File: src/rtl/pcgen_pkg.sv
package pcgen_pkg;

    localparam int unsigned PCG_WORD_W = 16;
    localparam int unsigned PCG_FLD_W  = 11;

    typedef enum logic [1:0] {
        PCN_INCR  = 2'b00,
        PCN_ADDER = 2'b01,
        PCN_BUS   = 2'b10,
        PCN_RSVD  = 2'b11
    } pc_next_e;

    typedef enum logic {
        BASE_PC  = 1'b0,
        BASE_SR1 = 1'b1
    } base_e;

    typedef enum logic [1:0] {
        OFS_ZERO  = 2'b00,
        OFS_SHORT = 2'b01,
        OFS_MID   = 2'b10,
        OFS_LONG  = 2'b11
    } ofs_e;

    typedef enum logic {
        MAD_VECTOR = 1'b0,
        MAD_ADDER  = 1'b1
    } mad_e;

    typedef struct packed {
        pc_next_e pc_next;
        logic     load;
        base_e    base;
        ofs_e     ofs;
        mad_e     mad;
    } pcg_ctrl_t;

    function automatic pcg_ctrl_t pack_ctrl(
        input logic [1:0] pc_sel,
        input logic       ld,
        input logic       base_sel,
        input logic [1:0] off_sel,
        input logic       mar_sel
    );
        pcg_ctrl_t c;
        c.pc_next = pc_next_e'(pc_sel);
        c.load    = ld;
        c.base    = base_e'(base_sel);
        c.ofs     = ofs_e'(off_sel);
        c.mad     = mad_e'(mar_sel);
        return c;
    endfunction

endpackage

File: src/rtl/pcgen_offset_sel.sv
module pcgen_offset_sel
    import pcgen_pkg::*;
#(
    parameter int unsigned W     = PCG_WORD_W,
    parameter int unsigned FLD_W = PCG_FLD_W,
    parameter int unsigned SH_W  = 6,
    parameter int unsigned MD_W  = 9,
    parameter int unsigned LG_W  = 11
) (
    input  logic [FLD_W-1:0] ir_field,
    input  ofs_e             sel,
    output logic [W-1:0]     offset
);
    localparam int unsigned NUM_EXT = 3;

    logic [W-1:0] cand [NUM_EXT+1];

    assign cand[0] = '0;

    for (genvar gi = 0; gi < NUM_EXT; gi++) begin : g_ext
        localparam int unsigned FW = (gi == 0) ? SH_W : (gi == 1) ? MD_W : LG_W;
        assign cand[gi+1] = {{(W-FW){ir_field[FW-1]}}, ir_field[FW-1:0]};
    end

    always_comb begin
        offset = cand[sel];
    end

    // the zero choice contributes no offset
    always_comb begin
        if (sel == OFS_ZERO) begin
            assert_zero_ofs_R8: assert (offset == '0);
        end
    end

endmodule

File: src/rtl/pcgen_addr_adder.sv
module pcgen_addr_adder
    import pcgen_pkg::*;
#(
    parameter int unsigned W = PCG_WORD_W
) (
    input  logic [W-1:0] pc_val,
    input  logic [W-1:0] sr1_val,
    input  base_e        base,
    input  logic [W-1:0] offset,
    output logic [W-1:0] sum
);
    logic [W-1:0] base_val;

    always_comb begin
        unique case (base)
            BASE_PC:  base_val = pc_val;
            BASE_SR1: base_val = sr1_val;
            default:  base_val = pc_val;
        endcase
        sum = base_val + offset;
    end

endmodule

File: src/rtl/pcgen_addr_mux.sv
module pcgen_addr_mux
    import pcgen_pkg::*;
#(
    parameter int unsigned W     = PCG_WORD_W,
    parameter int unsigned VEC_W = 8
) (
    input  logic [VEC_W-1:0] vec,
    input  logic [W-1:0]     sum,
    input  mad_e             sel,
    output logic [W-1:0]     addr
);
    logic [W-1:0] vec_ext;

    assign vec_ext = {{(W-VEC_W){1'b0}}, vec};

    always_comb begin
        addr = (sel == MAD_ADDER) ? sum : vec_ext;
    end

    // vector choice never has upper bits set
    always_comb begin
        if (sel == MAD_VECTOR) begin
            assert_vec_upper_R9: assert (addr[W-1:VEC_W] == '0);
        end
    end

endmodule

File: src/rtl/pcgen_pc_reg.sv
module pcgen_pc_reg
    import pcgen_pkg::*;
#(
    parameter int unsigned W = PCG_WORD_W
) (
    input  logic         clk,
    input  logic         rst,
    input  logic         load,
    input  pc_next_e     sel,
    input  logic [W-1:0] sum,
    input  logic [W-1:0] bus_val,
    output logic [W-1:0] pc_q
);
    logic [W-1:0] pc_nxt;
    logic         take;

    always_comb begin
        unique case (sel)
            PCN_INCR:  pc_nxt = pc_q + W'(1);
            PCN_ADDER: pc_nxt = sum;
            PCN_BUS:   pc_nxt = bus_val;
            default:   pc_nxt = pc_q;
        endcase
        take = load && (sel != PCN_RSVD);
    end

    always_ff @(posedge clk) begin
        if (rst) begin
            pc_q <= '0;
        end else if (take) begin
            pc_q <= pc_nxt;
        end
    end

    assert_reset_R6: assert property (@(posedge clk)
        rst |=> pc_q == '0);

    assert_incr_R1: assert property (@(posedge clk) disable iff (rst)
        (load && sel == PCN_INCR) |=> pc_q == $past(pc_q) + W'(1));

    assert_adder_R2: assert property (@(posedge clk) disable iff (rst)
        (load && sel == PCN_ADDER) |=> pc_q == $past(sum));

    assert_bus_R3: assert property (@(posedge clk) disable iff (rst)
        (load && sel == PCN_BUS) |=> pc_q == $past(bus_val));

    assert_hold_R4: assert property (@(posedge clk) disable iff (rst)
        !load |=> $stable(pc_q));

    assert_rsvd_R5: assert property (@(posedge clk) disable iff (rst)
        (load && sel == PCN_RSVD) |=> $stable(pc_q));

endmodule

File: src/rtl/pcgen_top.sv
module pcgen_top
    import pcgen_pkg::*;
#(
    parameter int unsigned W     = PCG_WORD_W,
    parameter int unsigned SH_W  = 6,
    parameter int unsigned MD_W  = 9,
    parameter int unsigned LG_W  = 11,
    parameter int unsigned VEC_W = 8
) (
    input  logic            clk,
    input  logic            rst,
    input  logic [LG_W-1:0] ir_field,
    input  logic [W-1:0]    sr1_val,
    input  logic [W-1:0]    bus_val,
    input  logic [1:0]      pc_sel,
    input  logic            ld_pc,
    input  logic            base_sel,
    input  logic [1:0]      off_sel,
    input  logic            mar_sel,
    output logic [W-1:0]    pc_out,
    output logic [W-1:0]    adder_out,
    output logic [W-1:0]    mar_out
);
    pcg_ctrl_t    ctl;
    logic [W-1:0] pc_q;
    logic [W-1:0] ofs_val;
    logic [W-1:0] sum;

    assign ctl = pack_ctrl(pc_sel, ld_pc, base_sel, off_sel, mar_sel);

    pcgen_offset_sel #(
        .W(W), .FLD_W(LG_W), .SH_W(SH_W), .MD_W(MD_W), .LG_W(LG_W)
    ) u_ofs (
        .ir_field (ir_field),
        .sel      (ctl.ofs),
        .offset   (ofs_val)
    );

    pcgen_addr_adder #(.W(W)) u_add (
        .pc_val  (pc_q),
        .sr1_val (sr1_val),
        .base    (ctl.base),
        .offset  (ofs_val),
        .sum     (sum)
    );

    pcgen_addr_mux #(.W(W), .VEC_W(VEC_W)) u_mux (
        .vec  (ir_field[VEC_W-1:0]),
        .sum  (sum),
        .sel  (ctl.mad),
        .addr (mar_out)
    );

    pcgen_pc_reg #(.W(W)) u_pc (
        .clk     (clk),
        .rst     (rst),
        .load    (ctl.load),
        .sel     (ctl.pc_next),
        .sum     (sum),
        .bus_val (bus_val),
        .pc_q    (pc_q)
    );

    assign pc_out    = pc_q;
    assign adder_out = sum;

    // mux follows adder in the same cycle when routed to it
    always_comb begin
        if (mar_sel) begin
            assert_mux_follow_R10: assert (mar_out == adder_out);
        end
    end

endmodule

File: config.mk
export PLATFORM = sky130hd
export DESIGN_NAME = pcgen_top
export DESIGN_NICKNAME = d
export VERILOG_FILES = /design/src/rtl/pcgen_pkg.sv /design/src/rtl/pcgen_offset_sel.sv /design/src/rtl/pcgen_addr_adder.sv /design/src/rtl/pcgen_addr_mux.sv /design/src/rtl/pcgen_pc_reg.sv /design/src/rtl/pcgen_top.sv
export SDC_FILE = /design/constraint.sdc
export NUM_CORES = 1
export LEC_CHECK = 0
export BUFFER_PORTS_ARGS = -buffer_cell sky130_fd_sc_hd__buf_2
export CAP_MARGIN = 10
export CELL_PAD_IN_SITES_DETAIL_PLACEMENT = 1
export CELL_PAD_IN_SITES_GLOBAL_PLACEMENT = 1
export CORE_MARGIN = 5
export CORE_UTILIZATION = 38
export CTS_CLUSTER_DIAMETER = 120
export DETAILED_ROUTE_END_ITERATION = 8
export PLACE_DENSITY = 0.86
export SYNTH_ARGS = -nofsm -noshare
export SYNTH_HDL_FRONTEND = slang
export SYNTH_SLANG_ARGS = --single-unit
export TNS_END_PERCENT = 1
File: constraint.sdc
create_clock -name clk -period 6.5 [get_ports clk]
set_input_delay 0 -clock clk [delete_from_list [all_inputs] [get_ports clk]]
set_output_delay 0 -clock clk [all_outputs]
set_load 0.02 [all_outputs]
Word level (Yosys, flattened, before mapping)

Index checks and enable logic that the tools add are counted.

$lt $le $gt $ge: 1
Equal/unequal tests: 3
Muxes and demuxes: 6
Bitwise operators: 2
Add/subtract/negate cells: 2
Reduce and logical (&&, ||, !) cells: 4

Operators by type and width:

| cell                                                             | count |
|---|---|
| 16-bit two-way mux                                               | 3 |
| 16-bit case mux with 3 select lines                              | 1 |
| 16-bit binary-select mux with 2-bit select                       | 1 |
| 16-bit case mux with 2 select lines                              | 1 |
| 16-bit by 1-bit adder with 16-bit output (second input constant) | 1 |
| 16-bit adder                                                     | 1 |
| 3-bit >= comparator (second input constant)                      | 1 |
| 2-bit NOT with 3-bit output                                      | 1 |
| 3-bit nonzero test                                               | 1 |
| 2-bit by 1-bit == test with 1-bit output (second input constant) | 1 |
| 2-bit == test (second input constant)                            | 1 |
| 2-bit logical NOT                                                | 1 |
| 2-bit != test (second input constant)                            | 1 |
| 2-bit AND reduction                                              | 1 |
| 1-bit logical AND                                                | 1 |
| 1-bit NOT                                                        | 1 |

Input port bits: 52
Output and inout bits: 48
Bits in registers: 16

Logic depth before layout (Yosys ltp)

Gate-level depths: netlist of the first run.

Depth in word-level cells: 6
Mapped depth: 12
Mapped depth without buffers: 11

Hierarchy

Synthesis of the first run repeated with hierarchy kept, for this count alone.

Cells, all modules: 322
Area, all modules: 2,537.4 um^2

By module, submodules not included:

| module           | area each (um^2) | sequential area each (um^2) | times used | cells an instance |
|---|---|---|---|---|
| pcgen_pc_reg     | 1,169.9          | 320.3                       | 1          | 150 |
| pcgen_addr_adder | 1,029.7          | 0.0                         | 1          | 130 |
| pcgen_addr_mux   | 170.2            | 0.0                         | 1          | 18 |
| pcgen_offset_sel | 167.7            | 0.0                         | 1          | 24 |

Worst setup path after synthesis of the first run

No wires, ideal clock.

Kind: input-to-reg
Start point: input port base_sel
End point: register u_pc.pc_q[6]
Path slack: 3.695 ns
Setup time: 0.092 ns
Path buffers: 2
Arrival: 2.713 ns
Stages: 12
Cells stage by stage: buf_2 > buf_1 > mux2_2 > ha_1 > inv_1 > fa_1 > and2b_1 > o2111ai_2 > a21oi_1 > nor2b_1 > a221oi_1 > nor4_1

Word-level cells in the longest chain between the ends: 4

Ends and longest elaborated chain:

| item                                    | line                   | source |
|---|---|---|
| start, declared                         | pcgen_top.sv:17        | `input logic base_sel,` |
| 1-bit NOT                               | pcgen_addr_adder.sv:15 | `unique case (base)` |
| 16-bit case mux with 2 select lines (*) | pcgen_addr_adder.sv:15 |  |
| 16-bit adder (*)                        | pcgen_addr_adder.sv:20 | `sum = base_val + offset;` |
| via adder_out[6]                        | pcgen_top.sv:21        | `output logic [W-1:0] adder_out,` |
| 16-bit case mux with 3 select lines (*) | pcgen_pc_reg.sv:18     | `unique case (sel)` |
| end signal, assigned                    | pcgen_pc_reg.sv:31     | `pc_q <= pc_nxt;` |
| end, declared                           | pcgen_pc_reg.sv:12     | `output logic [W-1:0] pc_q` |

The timed path passes the listed nets; every way through them passes the cells marked *.
A chain may end at the register's enable or synchronous reset.

Final worst setup path of the first run

Start point: register u_pc.pc_q[0]
End point: output port mar_out[14]

Word-level cells in the longest chain between the ends: 3

Ends and longest elaborated chain:

| item                                | line                   | source |
|---|---|---|
| 16-bit case mux with 2 select lines | pcgen_addr_adder.sv:15 |  |
| 16-bit adder                        | pcgen_addr_adder.sv:20 |  |
| 16-bit two-way mux                  | pcgen_addr_mux.sv:17   | `addr = (sel == MAD_ADDER) ? sum : vec_ext;` |
| end, declared                       | pcgen_top.sv:22        | `output logic [W-1:0] mar_out` |

Every way passes these cells.

==> reports/qor.csv, run 1 <==
stage,metric,value,unit
run_status,status,"finished, final reports clean",
sta,crit share post-route,46.0,%
layout,ratio of cells with drive above 1 in the final layout,34.5,%
cts,post-CTS resize count,0,
layout,Final Net Count,482,
layout,Top Registers,u_pc.pc_q x16,
sta,Final Hold Vio Count,0,
floorplanning,Die Y,91.5,µm
worst_hold_path,hold depth,3,
yosys,ys async rst share,0,%
floorplanning,Starting Density,39.3,%
layout,Final Instance Area,3080,µm²
route,final routed DRC violation total,0,
power_and_ir_drop,Static Leak,1.43,nW
layout,antenna cell count,0,
route,Detail Route met3 WL,547,µm
worst_setup_path,crit path max fanout,7,
route,met2 WL,4870,µm
placement,DP Area,3030,µm²
worst_setup_path,Worst R2R Path Depth,10,
cts,clk_lat worst skew,0.25,ns
yosys,"Seq/Total Area, Yosys",12.7,%
power_and_ir_drop,Peak VDD IR,0.0000746,V
grt,vias in the first global route,3076,
route,Initial DRC Count,142,
route,ANT nets after route,0,
yosys,synthesized cell area,2530,µm²
cts,clock root buffer master,clkbuf_8,
yosys,ranking of synthesized cells by area,"dfxtp_1 (13%), ha_1 (9.4%), mux2_2 (8.9%)",
yosys,Commonest cells post-synth,"nand2_1 (30), a21oi_1 (26), mux2_2 (20), ha_1 (19), nor2_1 (19)",
run,Max Cap Viol,0,
yosys,Yosys top cell area share,12.7,%
cts,"CTS clk-pin slew, worst paths",0.07,ns
sta,Max Fclk,0.334,GHz
layout,max reg flops,16,
grt,initial antenna violation count,0,
yosys,most common cell in the synthesized netlist,nand2_1,
sta,worst-margin pin slew,0.846,ns
sta,RSZ-0062 raised after global routing,false,
yosys,cell count after synthesis,325,
yosys,dominant cell type by area after synthesis,dfxtp_1,
placement,GPL Wtd Cong,0.906,
route,via count,2928,
yosys,Seq cells post-synth,16,
cts,H-tree levels,1,
yosys,Post-synth EDFFs,0,
route,wire length per cell,19.7,µm
yosys,Syn Nets,397,
grt,grt ovf,0,
sta,Max Clock Skew,0.00471,ns
sta,slew margin rel.,43.6,%
route,DRT Pass-1 Iters,4,
layout,Biggest register,u_pc.pc_q,
floorplanning,placement row count,29,
worst_setup_path,crit path DAT,2.99,ns
layout,area grow syn2layout,22.1,%
cts,CTS Buf Count,3,
sta,"Slew Viols, Final",0,
sta,TNS Setup,0,ns
cts,CTS tree,yes,
placement,I/O Buffers,99,
cts,total clock sinks,16,
floorplanning,Die Wd,91.5,µm
worst_hold_path,worst hold path type,in -> reg,
worst_setup_path,Critical Path RT,6.50,ns
power_and_ir_drop,PwrDens,192,nW/µm²
cts,Clock Tree Buf Depth,2,
worst_setup_path,crit end category,output port,
power_and_ir_drop,Pwr Total,0.000593,W
grt,largest net degree at the start of global routing,23,
cts,post-CTS setup buffer count,0,
floorplanning,Boundary Pins,100,
yosys,count of different cell masters after synthesis,63,
worst_setup_path,critical path class,reg -> out,
floorplanning,Die Footprint,8380,µm²
cts,Hold Buf Count CTS,0,
route,highest routed metal layer,met4,
sta,Final setup viols,0,
worst_setup_path,crit path launch type,flop,
layout,final core occ,48.0,%
yosys,Mean Syn Cell Area,7.77,µm²
floorplanning,core area,6420,µm²
route,M1 WL,3980,µm
route,final WL,9590,µm
grt,global-route wire length before repair,15300,µm
yosys,Ys Warns,0,
grt,all-layer global routing usage,22.2,%
placement,DPL Wire Length,7870,µm
yosys,Main synth FF type,dfxtp_1,
sta,Final min period,2.99,ns
route,Via density,6.02,
[report_power, final]
group | internal, W | total (W) | leakage (nW) | switching (W)
clock | 0.0000538 | 0.0000909 | 0.0288 | 0.0000371
sequential | 0.000106 | 0.000118 | 0.131 | 0.0000127
combinational | 0.000140 | 0.000383 | 1.27 | 0.000243
[worst max-delay path, stage by stage, from the launching register on]
cell and delay (ns):
dfxtp_1 0.44, mux2_2 0.21, ha_1 0.20, inv_1 0.07, fa_1 0.40, and2b_1 0.24
o2111ai_2 0.23, a21oi_1 0.28, nor3_2 0.07, xnor2_1 0.28, and2_1 0.17, buf_2 0.16
[layout make-up]
class,count,area (µm²)
fill,852,3340
tap,77,96.3
clock buffer,4,55.1
multi-input combinational,276,2060
sequential,16,320
inverter,14,52.6
timing repair buffer,99,495
[through the flow]
step	cells	hold WS [ns]	setup WS [ns]
2_1_floorplan	325	0.166	3.70
6_report	486	0.0397	3.51
4_1_cts	486	0.0339	3.52
3_3_place_gp	482	0.291	3.85
3_5_place_dp	482	0.298	3.73
5_1_grt	486	0.0290	3.30
[final timing paths]
kind	startpoint	slack [ns]	to
max	u_pc.pc_q[0]	3.51	mar_out[14]
min	bus_val[13]	0.04	u_pc.pc_q[13]
max reg2reg	u_pc.pc_q[0]	3.73	u_pc.pc_q[12]
min reg2reg	u_pc.pc_q[1]	0.55	u_pc.pc_q[1]
[cells in the final DEF, fill, tap and decap left out, drive strengths merged, types with 4 or more instances in the layout]
master	Yosys	final
a211o	4	4
a211oi	7	7
a21o	7	7
a21oi	27	27
a221oi	11	11
a31oi	4	4
and2	9	9
and3	5	5
buf	7	99
clkbuf	12	4
dfxtp	16	16
ha	19	19
inv	14	14
mux2	21	21
mux2i	5	5
nand2	30	30
nand3	11	11
nand4	6	6
nor2	20	20
nor2b	10	10
nor3	9	9
nor4	4	4
o21ai	17	17
xnor2	10	10
[cells by family (layout without fill, tap and decap cells)]
family	after synthesis	count (layout)	share of synthesized area [%]
buf+inv	33	117	5.60
flops	16	16	12.7
compound gates	106	106	32.4
mux	26	26	11.3
simple gates	111	111	23.3
fa+ha+maj	20	20	10.2
xor+xnor	13	13	4.51
[routing by layer]
metal	global-route usage, %	vias up
met2	39.9	102
met1	26.8	1411
met3	3.64	19
met5	0	-
li1	-	1396
met4	6.78	0
Power figures use the tool's default switching activity.
==> run 2, diff against run 1 <==
ABC_AREA = 1   (was default)
CORE_UTILIZATION = 30   (was 38)
PLACE_DENSITY = 0.77   (was 0.86)
clock period = 2.5 ns   (was 6.5 ns; I/O delays follow)
==> run 2 against run 1 <==
Compared with the run above:
- setup slack worse by 3.4 ns
- count of clock-buffer cells in the layout down 1
- via count rose by 19%
- clock power grew 130%
- critical path type unchanged
- largest power group unchanged
==> reports/qor.csv, run 2 <==
stage,metric,value,unit,change
yosys,Main synth FF type,dfxtp_1,,
grt,vias in the first global route,3531,,+15%
power_and_ir_drop,Static Leak,1.92,nW,+34%
run,Max Cap Viol,0,,unchanged
sta,RSZ-0062 raised after global routing,true,,
worst_hold_path,worst hold path type,in -> reg,,
cts,"CTS clk-pin slew, worst paths",0.08,ns,about the same
layout,ratio of cells with drive above 1 in the final layout,24.2,%,-10 points
sta,worst-margin pin slew,0.700,ns,-0.146 ns
floorplanning,core area,8810,µm²,+37%
route,via count,3475,,+19%
yosys,Syn Nets,578,,+46%
floorplanning,Die Footprint,11100,µm²,+33%
floorplanning,placement row count,34,,+17%
yosys,ranking of synthesized cells by area,"nand2_1 (24%), inv_1 (13%), dfxtp_1 (12%)",,
worst_setup_path,Critical-path top delay cell,dfxtp_2,,
grt,grt ovf,0,,unchanged
floorplanning,Boundary Pins,100,,unchanged
cts,total clock sinks,16,,unchanged
floorplanning,Die Y,105,µm,+15%
cts,Clock Tree Buf Depth,2,,unchanged
route,wire length per cell,15.6,µm,-21%
worst_setup_path,critical path class,reg -> out,,
yosys,Ys Warns,0,,unchanged
route,Via density,4.92,,-18%
layout,most frequent cells in the layout,"nand2_1 (169), buf_2 (98), inv_1 (92), a21oi_1 (35)",,
route,Initial DRC Count,89,,-37%
cts,H-tree levels,1,,unchanged
layout,area grow syn2layout,24.7,%,
layout,max reg flops,16,,unchanged
layout,Top Registers,u_pc.pc_q x16,,
yosys,Seq cells post-synth,16,,unchanged
yosys,count of different cell masters after synthesis,35,,-44%
placement,GPL Wtd Cong,0.911,,+0.47%
worst_setup_path,crit path max fanout,4,,-3
sta,Max Clock Skew,0.00594,ns,+0.00123 ns
yosys,dominant cell type by area after synthesis,nand2_1,,
layout,Biggest register,u_pc.pc_q,,
worst_setup_path,Critical Path RT,2.50,ns,-4.00 ns
sta,Final min period,2.37,ns,
cts,CTS Buf Count,3,,unchanged
sta,Final setup viols,0,,unchanged
cts,clk_lat worst skew,0.26,ns,about the same
power_and_ir_drop,PwrDens,432,nW/µm²,+120%
route,final routed DRC violation total,0,,unchanged
sta,slew margin rel.,53.3,%,+9.7 points
yosys,most common cell in the synthesized netlist,nand2_1,,
sta,Final Hold Vio Count,0,,unchanged
sta,crit share post-route,94.9,%,
worst_setup_path,crit end category,output port,,
floorplanning,Starting Density,31.0,%,-8.3 points
route,DRT Pass-1 Iters,4,,unchanged
worst_setup_path,CP Cell Sequence,"inv_1, o21ai_2, ha_2, inv_1, fa_2, inv_1, nand3_1, nand2_2, nand2_1, nand3_2, xor2_2, inv_1, nor2_1, buf_4",,
yosys,"Seq/Total Area, Yosys",11.7,%,-0.95 points
layout,antenna cell count,0,,unchanged
grt,initial antenna violation count,0,,unchanged
worst_setup_path,crit path DAT,2.37,ns,-0.62 ns
grt,global-route wire length before repair,17400,µm,+14%
sta,"Slew Viols, Final",0,,unchanged
yosys,synthesized cell area,2730,µm²,+8.1%
yosys,Yosys top cell area share,23.5,%,+11 points
floorplanning,Die Wd,105,µm,+15%
layout,"most common cell after layout, fill and taps aside",nand2_1,,
run_status,status,"finished, final reports clean",,
placement,I/O Buffers,99,,unchanged
power_and_ir_drop,Peak VDD IR,0.000224,V,+200%
cts,clock root buffer master,clkbuf_8,,
cts,CTS tree,yes,,
worst_setup_path,Crit path top cell by count,inv_1,,
yosys,Mean Syn Cell Area,5.40,µm²,-31%
grt,all-layer global routing usage,19.0,%,-3.2 points
layout,final core occ,38.7,%,-9.3 points
sta,Max Fclk,0.421,GHz,
worst_setup_path,"Largest stage delay, worst path",0.36,ns,-0.08 ns
yosys,cell count after synthesis,506,,+56%
route,final WL,11000,µm,+15%
yosys,Post-synth EDFFs,0,,unchanged
grt,largest net degree at the start of global routing,31,,+35%
worst_setup_path,crit path launch type,flop,,
layout,Final Net Count,672,,+39%
yosys,Commonest cells post-synth,"nand2_1 (171), inv_1 (92), o21ai_0 (40), a21oi_1 (36), nor2_1 (33)",,
route,ANT nets after route,0,,unchanged
yosys,ys async rst share,0,%,unchanged
sta,TNS Setup,0,ns,unchanged
placement,DPL Wire Length,9250,µm,+18%
## run 2: cell types whose count changed in the layout (fill, tap and decap cells not counted), sizes merged, moves of 11 or more
cell | previous run | this run
nor2 | 20 | 38
nand2 | 30 | 174
a21oi | 27 | 38
nand3 | 11 | 35
inv | 14 | 94
mux2 | 21 | 2
o21ai | 17 | 42
## run 2: final cells by class
| type | count | area, µm² |
|---|---|---|
| Sequential cell | 16 | 328 |
| Clock buffer | 3 | 41.3 |
| Inverter | 94 | 353 |
| Fill cell | 1286 | 5400 |
| Timing Repair Buffer | 103 | 528 |
| Multi-Input combinational cell | 382 | 2020 |
| Tap cell | 108 | 135 |
## run 2: kinds of logic (layout without fill, tap and decap cells)
logic type	count (synthesis)	in the layout	share of synthesized area (%)
fa+ha+maj	20	20	9.44
flops	16	16	11.7
mux	2	2	0.825
simple gates	262	262	40.7
compound gates	87	87	17.0
xor+xnor	11	11	4.63
buf+inv	108	200	15.7
## run 2: metrics by stage
stage | worst slack [ns] | hold slack [ns] | cells | power (W) | instance area (µm²)
finish | 0.127 | 0.120 | 706 | 0.00147 | 3410
CTS | 0.0145 | 0.121 | 706 | 0.00147 | 3370
detailed placement | -0.00863 | 0.341 | 702 | 0.00125 | 3310
global route | -0.0329 | 0.136 | 706 | 0.00159 | 3410
global placement | 0.0808 | 0.342 | 702 | 0.00123 | 3310
floorplan | 0.147 | 0.0787 | 506 | 0.000925 | 2730
## run 2: critical path, delay by kind of cell (launching register included)
kind	cells	cell delay, ns
AND/OR/NAND/NOR	5	0.46
AO/OA/AOI/OAI	1	0.13
XOR/XNOR	1	0.17
buffers and inverters	5	0.42
adder cells (fa/ha/maj)	2	0.57
flip-flops	1	0.36
## run 2: repair_timing
item / 4_1_cts / 5_1_grt
cloned: 0 / 0
setup buffers: 1 / 0
pin swaps: 0 / 3
hold buffers: 0 / 0
resized for setup: 8 / 16
endpoints found under the setup margin: 10 / 16
## run 2: layer usage
layer / wire length [µm] / GRT usage [%] / vias up / part of all wire, %
met5: 0 / 0 / - / 0
met4: 80 / 2.06 / 0 / 0.73
met3: 783 / 3.55 / 6 / 7.1
met2: 5190 / 33.3 / 117 / 47
met1: 4970 / 25.0 / 1579 / 45
li1: - / - / 1773 / -
## run 2: worst paths after layout
| path | from | end | slack [ns] | depth (start not counted) |
|---|---|---|---|---|
| setup / recovery | u_pc.pc_q[0] | mar_out[8] | 0.13 | 14 |
| hold / removal | rst | u_pc.pc_q[8] | 0.12 | 2 |
| setup reg to reg | u_pc.pc_q[0] | u_pc.pc_q[8] | 0.20 | 16 |
| hold reg to reg | u_pc.pc_q[10] | u_pc.pc_q[10] | 0.50 | 2 |
## run 2: power breakdown
part	switching, W	internal, W
logic	0.000641	0.000319
registers	0.0000259	0.000276
clock network	0.000103	0.000107
total	0.000770	0.000702
==> run 3, diff against run 2 <==
CORE_ASPECT_RATIO = 0.9   (was default)
CORE_UTILIZATION = 33   (was 30)
PLACE_DENSITY = 0.8   (was 0.77)
clock period = 2.6 ns   (was 2.5 ns; I/O delays follow)
==> run 3 against run 2 <==
Compared with the run above:
- worst hold slack got worse by 0.0066 ns
- global-route usage increased by 2.6 points
- non-clock buffer count increased by 1
- die area decreased by 8.2%
- wire length about the same
- combinational power decreased by 4.9%
- critical path type unchanged
- sequential power decreased by 5%
- clock skew increased by 0.00068 ns
- register-to-register slack improved by 0.03 ns
- sequential share of layout area about the same
- final cell count decreased by 0.99%
==> reports/qor.csv, run 3 (synthesis gave the netlist of run 2 again) <==
stage,metric,value,unit,change
run_status,status,"finished, final reports clean",,
sta,worst-margin pin slew,0.670,ns,-0.0304 ns
worst_setup_path,critical path class,reg -> out,,
layout,max reg flops,16,,unchanged
worst_hold_path,worst hold path type,in -> reg,,
sta,slew margin rel.,55.3,%,+2.0 points
layout,ratio of cells with drive above 1 in the final layout,22.7,%,-1.6 points
cts,CTS tree,yes,,
cts,Clock Tree Buf Depth,2,,unchanged
power_and_ir_drop,Static Leak,1.93,nW,+0.81%
grt,largest net degree at the start of global routing,31,,unchanged
floorplanning,Starting Density,33.8,%,+2.8 points
worst_setup_path,Critical Path RT,2.60,ns,+0.10 ns
floorplanning,Die Y,96.3,µm,-8.6%
layout,Final Net Count,673,,+0.15%
sta,Max Fclk,0.411,GHz,
run,Max Cap Viol,0,,unchanged
placement,I/O Buffers,99,,unchanged
worst_setup_path,crit path DAT,2.43,ns,+0.06 ns
worst_setup_path,crit path launch type,flop,,
sta,Max Clock Skew,0.00662,ns,+0.000676 ns
layout,multi-input combinational cell area,1990,µm²,-1.6%
layout,area grow syn2layout,23.8,%,
placement,GPL Wtd Cong,0.908,,-0.34%
worst_setup_path,crit path max fanout,4,,unchanged
cts,Hold Buf Count CTS,0,,unchanged
layout,Biggest register,u_pc.pc_q,,
cts,clk_lat worst skew,0.26,ns,about the same
sta,"Slew Viols, Final",0,,unchanged
layout,final core occ,41.9,%,+3.2 points
route,final WL,11000,µm,about the same
sta,Final Hold Vio Count,0,,unchanged
power_and_ir_drop,Peak VDD IR,0.000178,V,-21%
grt,initial antenna violation count,0,,unchanged
placement,DPL Wire Length,9240,µm,-0.11%
cts,clock root buffer master,clkbuf_8,,
worst_hold_path,HP Start,rst,,
worst_setup_path,crit end category,output port,,
worst_setup_path,RR Endpoint,u_pc.pc_q[8],,
route,DRT Pass-1 Iters,4,,unchanged
worst_hold_path,Hold Path Sink,u_pc.pc_q[5],,
grt,global-route wire length before repair,17700,µm,+1.6%
sta,Final setup viols,0,,unchanged
layout,most frequent cells in the layout,"nand2_1 (170), buf_2 (98), inv_1 (92), a21oi_1 (36), o21ai_0 (35)",,
grt,vias in the first global route,3692,,+4.6%
worst_setup_path,FF-to-FF Start,u_pc.pc_q[1],,
layout,Fillers,1187,,-7.7%
floorplanning,core area,8070,µm²,-8.4%
route,via count,3506,,+0.89%
floorplanning,placement row count,31,,-8.8%
worst_setup_path,Worst R2R Setup Slack,0.23,ns,+0.03 ns
sta,RSZ-0062 raised after global routing,true,,
cts,total clock sinks,16,,unchanged
route,final routed DRC violation total,0,,unchanged
floorplanning,Die Wd,106,µm,+0.46%
sta,Final min period,2.43,ns,
route,ANT nets after route,0,,unchanged
route,Via density,5.02,,+1.9%
layout,"most common cell after layout, fill and taps aside",nand2_1,,
sta,WHS,0.113,ns,-0.00657 ns
route,wire length per cell,15.8,µm,+0.96%
cts,H-tree levels,1,,unchanged
grt,all-layer global routing usage,21.6,%,+2.6 points
floorplanning,Boundary Pins,100,,unchanged
layout,antenna cell count,0,,unchanged
cts,CTS Buf Count,3,,unchanged
sta,TNS Setup,0,ns,unchanged
power_and_ir_drop,Pwr Total,0.00144,W,-2.4%
power_and_ir_drop,PwrDens,425,nW/µm²,-1.7%
layout,Reg area,324,µm²,-1.1%
cts,"CTS clk-pin slew, worst paths",0.07,ns,about the same
worst_hold_path,hold depth,2,,unchanged
sta,crit share post-route,93.6,%,
grt,grt ovf,0,,unchanged
worst_setup_path,Worst R2R Path Depth,15,,-1
floorplanning,Die Footprint,10200,µm²,-8.2%
route,Initial DRC Count,95,,+6.7%
layout,Top Registers,u_pc.pc_q x16,,
==> run 3: timing repair <==
item                                    in CTS  in global routing
setup buffers                                0                  1
endpoints found under the setup margin       1                 15
gates resized for setup                      2                  9
endpoints found under the hold margin        0                  0
==> run 3: worst max-delay path by stage <==
stage / depth (start not counted) / startpoint / endpoint / slack, ns
after floorplan: 13 / u_pc.pc_q[0] / mar_out[8] / 0.25
after global placement: 12 / u_pc.pc_q[0] / u_pc.pc_q[4] / 0.21
after detailed placement: 12 / u_pc.pc_q[0] / u_pc.pc_q[4] / 0.16
after CTS: 14 / u_pc.pc_q[0] / mar_out[8] / 0.04
after global routing: 11 / u_pc.pc_q[0] / mar_out[4] / -0.01
final: 13 / u_pc.pc_q[1] / mar_out[8] / 0.17
==> run 3: per-layer routing <==
| layer | track usage, % | up-vias | routed length, µm |
|---|---|---|---|
| met4 | 3.02 | 0 | 106 |
| met1 | 26.7 | 1618 | 4900 |
| met5 | 0 | - | 0 |
| li1 | - | 1768 | - |
| met3 | 3.69 | 9 | 692 |
| met2 | 40.6 | 111 | 5320 |
==> run 3: cell type report <==
cell class | count | share of cell area [%]
repair buffers | 104 | 15.8
clock buffers | 4 | 1.63
flip-flops and latches | 16 | 9.59
multi-input cells | 382 | 58.8
well taps | 99 | 3.67
inverters | 94 | 10.4
==> run 3: power by group <==
part	switching, W	total, W	internal, W
registers	0.0000237	0.000288	0.000265
clock network	0.0000999	0.000235	0.000135
logic	0.000613	0.000912	0.000299
==> run 3: metrics by stage <==
step           cells  setup slack [ns]  instance area, µm²
2_1_floorplan    506             0.247                2730
3_3_place_gp     694             0.205                3300
3_5_place_dp     694             0.165                3300
4_1_cts          698            0.0445                3360
5_1_grt          699           -0.0127                3380
6_report         699             0.166                3380
==> run 3: critical path: stages (launching register included) <==
cell	delay [ns]
dfxtp_1	0.42
inv_1	0.08
o21ai_1	0.20
inv_1	0.09
fa_1	0.45
inv_1	0.09
nand3_1	0.08
nand2_2	0.12
nand2_1	0.07
nand3_2	0.08
xor2_2	0.19
inv_1	0.06
nor2_1	0.09
buf_4	0.15
